==> src/rtl/vam_pkg.sv <==
package vam_pkg;

  localparam int AM_W = 6;
  localparam int FC_W = 3;

  typedef struct packed {
    logic            forceD16;
    logic            forceA24;
    logic            forceA16;
    logic            progAmEn;
    logic [AM_W-1:0] progAm;
  } vamCfg_t;

  typedef struct packed {
    logic capture;
    logic retire;
  } vamStrobe_t;

  typedef enum logic {
    ST_IDLE = 1'b0,
    ST_BUSY = 1'b1
  } vamState_t;

  typedef enum logic [1:0] {
    CLS_EXT   = 2'd0,
    CLS_STD   = 2'd1,
    CLS_SHORT = 2'd2
  } amClass_t;

endpackage

==> src/rtl/vam_ctrl.sv <==
module vam_ctrl
  import vam_pkg::*;
(
  input  logic            clk,
  input  logic            rstN,
  input  logic            cfgLoad,
  input  logic            cfgForceD16,
  input  logic            cfgForceA24,
  input  logic            cfgForceA16,
  input  logic            cfgProgEn,
  input  logic [AM_W-1:0] cfgProgAm,
  input  logic            cycleStart,
  input  logic            cycleEnd,
  output vamCfg_t         cfgQ,
  output vamStrobe_t      strb,
  output logic            busy
);

  vamState_t stateQ, stateD;

  // Configuration latch, cleared by system reset
  always_ff @(posedge clk) begin
    if (!rstN) begin
      cfgQ <= '0;
    end else if (cfgLoad) begin
      cfgQ.forceD16 <= cfgForceD16;
      cfgQ.forceA24 <= cfgForceA24;
      cfgQ.forceA16 <= cfgForceA16;
      cfgQ.progAmEn <= cfgProgEn;
      cfgQ.progAm   <= cfgProgAm;
    end
  end

  always_comb begin
    strb.capture = (stateQ == ST_IDLE) && cycleStart;
    strb.retire  = (stateQ == ST_BUSY) && cycleEnd;
    stateD       = stateQ;
    if (strb.capture) stateD = ST_BUSY;
    else if (strb.retire) stateD = ST_IDLE;
  end

  always_ff @(posedge clk) begin
    if (!rstN) stateQ <= ST_IDLE;
    else       stateQ <= stateD;
  end

  assign busy = (stateQ == ST_BUSY);

  // a start seen while idle makes the access active on the next cycle
  a_r2_start_activates: assert property (@(posedge clk) disable iff (!rstN)
    (!busy && cycleStart) |=> busy);

  // an end seen while active makes the block idle on the next cycle
  a_r2_end_retires: assert property (@(posedge clk) disable iff (!rstN)
    (busy && cycleEnd) |=> !busy);

  // a start while active does not end or restart the access
  a_r3_start_ignored: assert property (@(posedge clk) disable iff (!rstN)
    (busy && cycleStart && !cycleEnd) |=> busy);

endmodule

==> src/rtl/vam_datapath.sv <==
module vam_datapath
  import vam_pkg::*;
#(
  parameter int                ADDR_W     = 32,
  parameter logic [ADDR_W-1:0] STD_LIMIT  = 32'h0100_0000,
  parameter logic [ADDR_W-1:0] WIDE_LIMIT = 32'hF000_0000,
  parameter logic [ADDR_W-1:0] SHORT_BASE = 32'hFFFF_0000
) (
  input  logic              clk,
  input  logic              rstN,
  input  vamStrobe_t        strb,
  input  vamCfg_t           cfg,
  input  logic [ADDR_W-1:0] addr,
  input  logic [FC_W-1:0]   fc,
  output logic [AM_W-1:0]   amCode,
  output logic              allowD8,
  output logic              allowD16,
  output logic              allowD32
);

  localparam logic [AM_W-1:0] AM_SHORT_SUP = 6'h2D;
  localparam logic [AM_W-1:0] AM_SHORT_USR = 6'h29;

  amClass_t        cls;
  logic            inShortWin, inStdWin, isSuper, isProg, nextD32;
  logic [AM_W-1:0] tableAm, nextAm;

  // Window comparators: the short window outranks the standard window
  always_comb begin
    inShortWin = cfg.forceA16 || (addr >= SHORT_BASE);
    inStdWin   = cfg.forceA24 || (addr < STD_LIMIT);
    if (inShortWin)    cls = CLS_SHORT;
    else if (inStdWin) cls = CLS_STD;
    else               cls = CLS_EXT;
  end

  // Function-code decode
  assign isSuper = fc[2];
  assign isProg  = fc[1] & ~fc[0];

  always_comb begin
    unique case (cls)
      CLS_SHORT: tableAm = isSuper ? AM_SHORT_SUP : AM_SHORT_USR;
      CLS_STD: begin
        case ({isSuper, isProg})
          2'b11:   tableAm = 6'h3E;
          2'b10:   tableAm = 6'h3D;
          2'b01:   tableAm = 6'h3A;
          default: tableAm = 6'h39;
        endcase
      end
      default: begin
        case ({isSuper, isProg})
          2'b11:   tableAm = 6'h0E;
          2'b10:   tableAm = 6'h0D;
          2'b01:   tableAm = 6'h0A;
          default: tableAm = 6'h09;
        endcase
      end
    endcase
  end

  assign nextAm  = cfg.progAmEn ? cfg.progAm : tableAm;
  assign nextD32 = !cfg.forceD16 && (addr < WIDE_LIMIT);

  // Capture registers, held until retire
  always_ff @(posedge clk) begin
    if (!rstN) begin
      amCode   <= '0;
      allowD8  <= 1'b0;
      allowD16 <= 1'b0;
      allowD32 <= 1'b0;
    end else if (strb.capture) begin
      amCode   <= nextAm;
      allowD8  <= 1'b1;
      allowD16 <= 1'b1;
      allowD32 <= nextD32;
    end else if (strb.retire) begin
      allowD8  <= 1'b0;
      allowD16 <= 1'b0;
      allowD32 <= 1'b0;
    end
  end

  // the narrow-data force removes D32
  a_r9_force_narrow: assert property (@(posedge clk) disable iff (!rstN)
    (strb.capture && cfg.forceD16) |=> !allowD32);

  // the top window never gets D32
  a_r9_high_window_narrow: assert property (@(posedge clk) disable iff (!rstN)
    (strb.capture && (addr >= WIDE_LIMIT)) |=> !allowD32);

  // the top 64 KiB gives a short code unless the programmed AM is enabled
  a_r4_short_window: assert property (@(posedge clk) disable iff (!rstN)
    (strb.capture && !cfg.progAmEn && (addr >= SHORT_BASE))
      |=> (amCode == AM_SHORT_SUP || amCode == AM_SHORT_USR));

  // the programmed code is presented as written
  a_r8_prog_override: assert property (@(posedge clk) disable iff (!rstN)
    (strb.capture && cfg.progAmEn) |=> (amCode == $past(cfg.progAm)));

endmodule

==> src/rtl/vme_am_select.sv <==
module vme_am_select
  import vam_pkg::*;
#(
  parameter int                ADDR_W     = 32,
  parameter logic [ADDR_W-1:0] STD_LIMIT  = 32'h0100_0000,
  parameter logic [ADDR_W-1:0] WIDE_LIMIT = 32'hF000_0000,
  parameter logic [ADDR_W-1:0] SHORT_BASE = 32'hFFFF_0000
) (
  input  logic              clk,
  input  logic              rstN,
  input  logic              cfgLoad,
  input  logic              cfgForceD16,
  input  logic              cfgForceA24,
  input  logic              cfgForceA16,
  input  logic              cfgProgEn,
  input  logic [5:0]        cfgProgAm,
  input  logic              cycleStart,
  input  logic              cycleEnd,
  input  logic [ADDR_W-1:0] addr,
  input  logic [2:0]        fc,
  output logic              amValid,
  output logic [5:0]        amCode,
  output logic              allowD8,
  output logic              allowD16,
  output logic              allowD32
);

  vamCfg_t    cfgQ;
  vamStrobe_t strb;

  vam_ctrl u_ctrl (
    .clk         (clk),
    .rstN        (rstN),
    .cfgLoad     (cfgLoad),
    .cfgForceD16 (cfgForceD16),
    .cfgForceA24 (cfgForceA24),
    .cfgForceA16 (cfgForceA16),
    .cfgProgEn   (cfgProgEn),
    .cfgProgAm   (cfgProgAm),
    .cycleStart  (cycleStart),
    .cycleEnd    (cycleEnd),
    .cfgQ        (cfgQ),
    .strb        (strb),
    .busy        (amValid)
  );

  vam_datapath #(
    .ADDR_W     (ADDR_W),
    .STD_LIMIT  (STD_LIMIT),
    .WIDE_LIMIT (WIDE_LIMIT),
    .SHORT_BASE (SHORT_BASE)
  ) u_dp (
    .clk      (clk),
    .rstN     (rstN),
    .strb     (strb),
    .cfg      (cfgQ),
    .addr     (addr),
    .fc       (fc),
    .amCode   (amCode),
    .allowD8  (allowD8),
    .allowD16 (allowD16),
    .allowD32 (allowD32)
  );

  // the outputs hold still while an access continues
  a_r2_hold_stable: assert property (@(posedge clk) disable iff (!rstN)
    (amValid && !cycleEnd) |=> (amValid && $stable(amCode) && $stable(allowD32)));

  // the narrow widths are always granted during an access
  a_r9_narrow_granted: assert property (@(posedge clk) disable iff (!rstN)
    amValid |-> (allowD8 && allowD16));

  // no width is granted outside an access
  a_r2_flags_idle: assert property (@(posedge clk) disable iff (!rstN)
    !amValid |-> !(allowD8 || allowD16 || allowD32));

endmodule

==> config.mk <==
export PLATFORM = sky130hd
export DESIGN_NAME = vme_am_select
export DESIGN_NICKNAME = d
export VERILOG_FILES = /design/src/rtl/vam_pkg.sv /design/src/rtl/vam_ctrl.sv /design/src/rtl/vam_datapath.sv /design/src/rtl/vme_am_select.sv
export SDC_FILE = /design/constraint.sdc
export NUM_CORES = 1
export LEC_CHECK = 0
export BUFFER_PORTS_ARGS = -buffer_cell sky130_fd_sc_hd__buf_2
export CAP_MARGIN = 20
export CORE_UTILIZATION = 35
export DETAILED_ROUTE_END_ITERATION = 12
export PLACE_DENSITY = 0.72
export SYNTH_ARGS = -nofsm -noshare
export SYNTH_HDL_FRONTEND = slang
export SYNTH_SLANG_ARGS = --single-unit
==> constraint.sdc <==
create_clock -name clk -period 1.25 [get_ports clk]
set_input_delay 0.25 -clock clk [delete_from_list [all_inputs] [get_ports clk]]
set_output_delay 0.25 -clock clk [all_outputs]
set_load 0.03 [all_outputs]
==> out/summary.txt <==
status: finished, violations left
failing checks: setup timing
Yosys reg bits: 18
pwr dens: 1090 mW/mm^2
Min-Delay Startpoint: cycleStart
Die W: 49.5 um
Worst Path Required: 1.43 ns
cts hold-fix bufs: 0
post-synthesis sequential area ratio: 45.6%
Rows: 16
sequential cell area: 363 um^2
Synth Instances: 81
Post-CTS Setup Repair Bufs: 0
Final Max Slew Viols: 0
Yosys warning total: 0
Filler cells: 211
post-synth top area share: 45.6%
RSZ-0062 raised after global routing: yes
FF-to-FF Start: u_ctrl.cfgQ[7]
Post-synth EDFFs: 0
clock sink total: 18
Num CTS Buffers: 3
placed cell areas: 0.00104 mm^2
area occupied by multi-input gates: 419 um^2
nets: 177
Chip Height: 49.5 um
fmax: 0.793 GHz
Leak: 0.000552 uW
worst-skew pair later-pin latency: 0.28 ns
DRT Pass-1 Iters: 4
Post-synth ARST share: 0%
Synth area leaders: dfxtp_1 46%, mux2i_1 14%, nor2b_1 8.7%, nand4_1 3.2%, a21oi_1 2.5%
final WL: 1740 um
TritonCTS clock tree: yes
DRC errors left: 0
Post-DP HPWL: 1330 um
Netlist cell types: 24
final instance area: 0.00108 mm^2
Final Hold Viols: 0
Worst Hold Class: in2reg
Area Overhead vs Synth: 36.8%
slew at the pin closest to its max-slew limit: 0.350 ns
DRT iter0 DRCs: 9
gr ovfl total: 0
total core area: 0.00204 mm^2
ant diodes: 0
Period minus WS final: 1.26 ns
via count: 760
GPL Wtd Cong: 0.642
worst setup margin: -0.0104 ns
# setup viols final: 1
Cell Area, Synth: 790 um^2
Avg WL per Cell: 11.5 um
most frequent cell after synthesis: dfxtp_1
ratio of cells with drive above 1 in the final layout: 43.2%
Root Driver: clkbuf_4
Max Cap Violations: 0
peak supply drop: 632 uV
ys flop type: dfxtp_1
IO Count: 60
Buffers on Ports: 43
element type at the critical path start: flop
Util after Layout: 52.9%
Clock Pin Slew Worst Setup and Hold Paths: 0.10 ns
crit path max fanout: 3
Clock Skew: 0.00309 ns
Total GRT Usage: 14.6%
DRT antenna net count: 0
CP Launch Point: u_ctrl.cfgQ[7]
Die Area: 0.00245 mm^2
Worst slew margin: 76.6%
Initial Util: 38.7%
Yosys top cell by area: dfxtp_1
CP Class: reg2reg
share of the clock period used by the worst path: 101%
clk buf depth: 2
crit end category: flop
first-pass GRT wire length: 2760 um
arrival time worst endpoint: 1.44 ns
top cells by count, synth: 18 x dfxtp_1, 11 x mux2i_1, 11 x nor2b_1
antenna violations before repair: 0
Syn Nets: 131
number of global-route vias before repair: 664
DR vias/cell: 5.00
largest net degree at the start of global routing: 19
htree depth: 1
syn avg cell area: 9.75 um^2
==> report_power, final <==
group	switching (uW)	internal (uW)	leakage (uW)	total [uW]
Sequential	23.9	614	0.000149	638
Combinational	143	121	0.000389	265
Clock	162	112	0.0000138	274
==> cells in the final DEF, fill, tap and decap left out, types with 3 or more instances in the layout <==
cell and instances:
nor2b_1 11, nand4_1 4, clkbuf_4 3, nand2_1 5, a21oi_1 4, buf_4 3, dfxtp_1 16, o21ai_0 3
buf_2 43, nor2_1 4, mux2i_1 11
==> cell type report <==
type | count | area share, %
clock buffer | 3 | 2.09
inverter | 1 | 0.348
multi-input combinational | 57 | 38.8
sequential | 18 | 33.6
tap | 27 | 3.13
timing repair buffer | 46 | 22.0
==> flip-flops by register name, indices dropped and copies added, names as in the netlist <==
| register | cells |
|---|---|
| u_ctrl.busy | 1 |
| u_ctrl.cfgQ | 10 |
| u_dp.allowD32 | 1 |
| u_dp.amCode | 6 |
==> routing by layer <==
| layer | vias up | global-route usage (%) | routed length (um) | part of all wire (%) |
|---|---|---|---|---|
| met4 | 0 | 7.14 | 14 | 0.80 |
| met3 | 2 | 3.09 | 143 | 8.2 |
| li1 | 379 | - | - | - |
| met1 | 343 | 18.7 | 780 | 45 |
| met2 | 36 | 23.1 | 805 | 46 |
| met5 | - | 0 | 0 | 0 |
==> kinds of logic after synthesis <==
family,Yosys count,synth area share [%]
and+or+nand+nor,29,20.1
DFF,18,45.6
buffers and inverters,6,3.96
muxes,11,13.9
AOI/OAI and AO/OA,17,16.3
==> metrics by stage <==
step / setup WS (ns) / setup TNS, ns / cells / total power, uW / hold slack, ns
floorplan: 0.0251 / 0 / 81 / 805 / 0.366
global placement: -0.165 / -0.439 / 150 / 903 / 0.447
detailed placement: -0.167 / -0.436 / 150 / 910 / 0.457
CTS: -0.0229 / -0.0229 / 152 / 1180 / 0.204
global route: -0.0631 / -0.0631 / 152 / 1240 / 0.207
finish: -0.0104 / -0.0104 / 152 / 1180 / 0.209
==> final timing paths <==
path                            slack, ns  cells past startpoint        endpoint
worst max-delay path                -0.01                      4  u_dp.amCode[0]
worst min-delay path                 0.21                      3     u_ctrl.busy
worst max register to register      -0.01                      4  u_dp.amCode[0]
worst min register to register       0.46                      2  u_dp.amCode[5]
==> what timing repair did <==
action,4_1_cts,5_1_grt
gates resized for setup,2,4
endpoints found under the setup margin,2,2
pin swaps,3,3
==> critical path, cell delays in order, from the launching register on <==
cell and delay [ns]:
dfxtp_2 0.35, nor2_4 0.11, o41ai_4 0.10, or3b_4 0.39, a32o_1 0.21
Note: power is estimated with default switching activity, not from simulation.
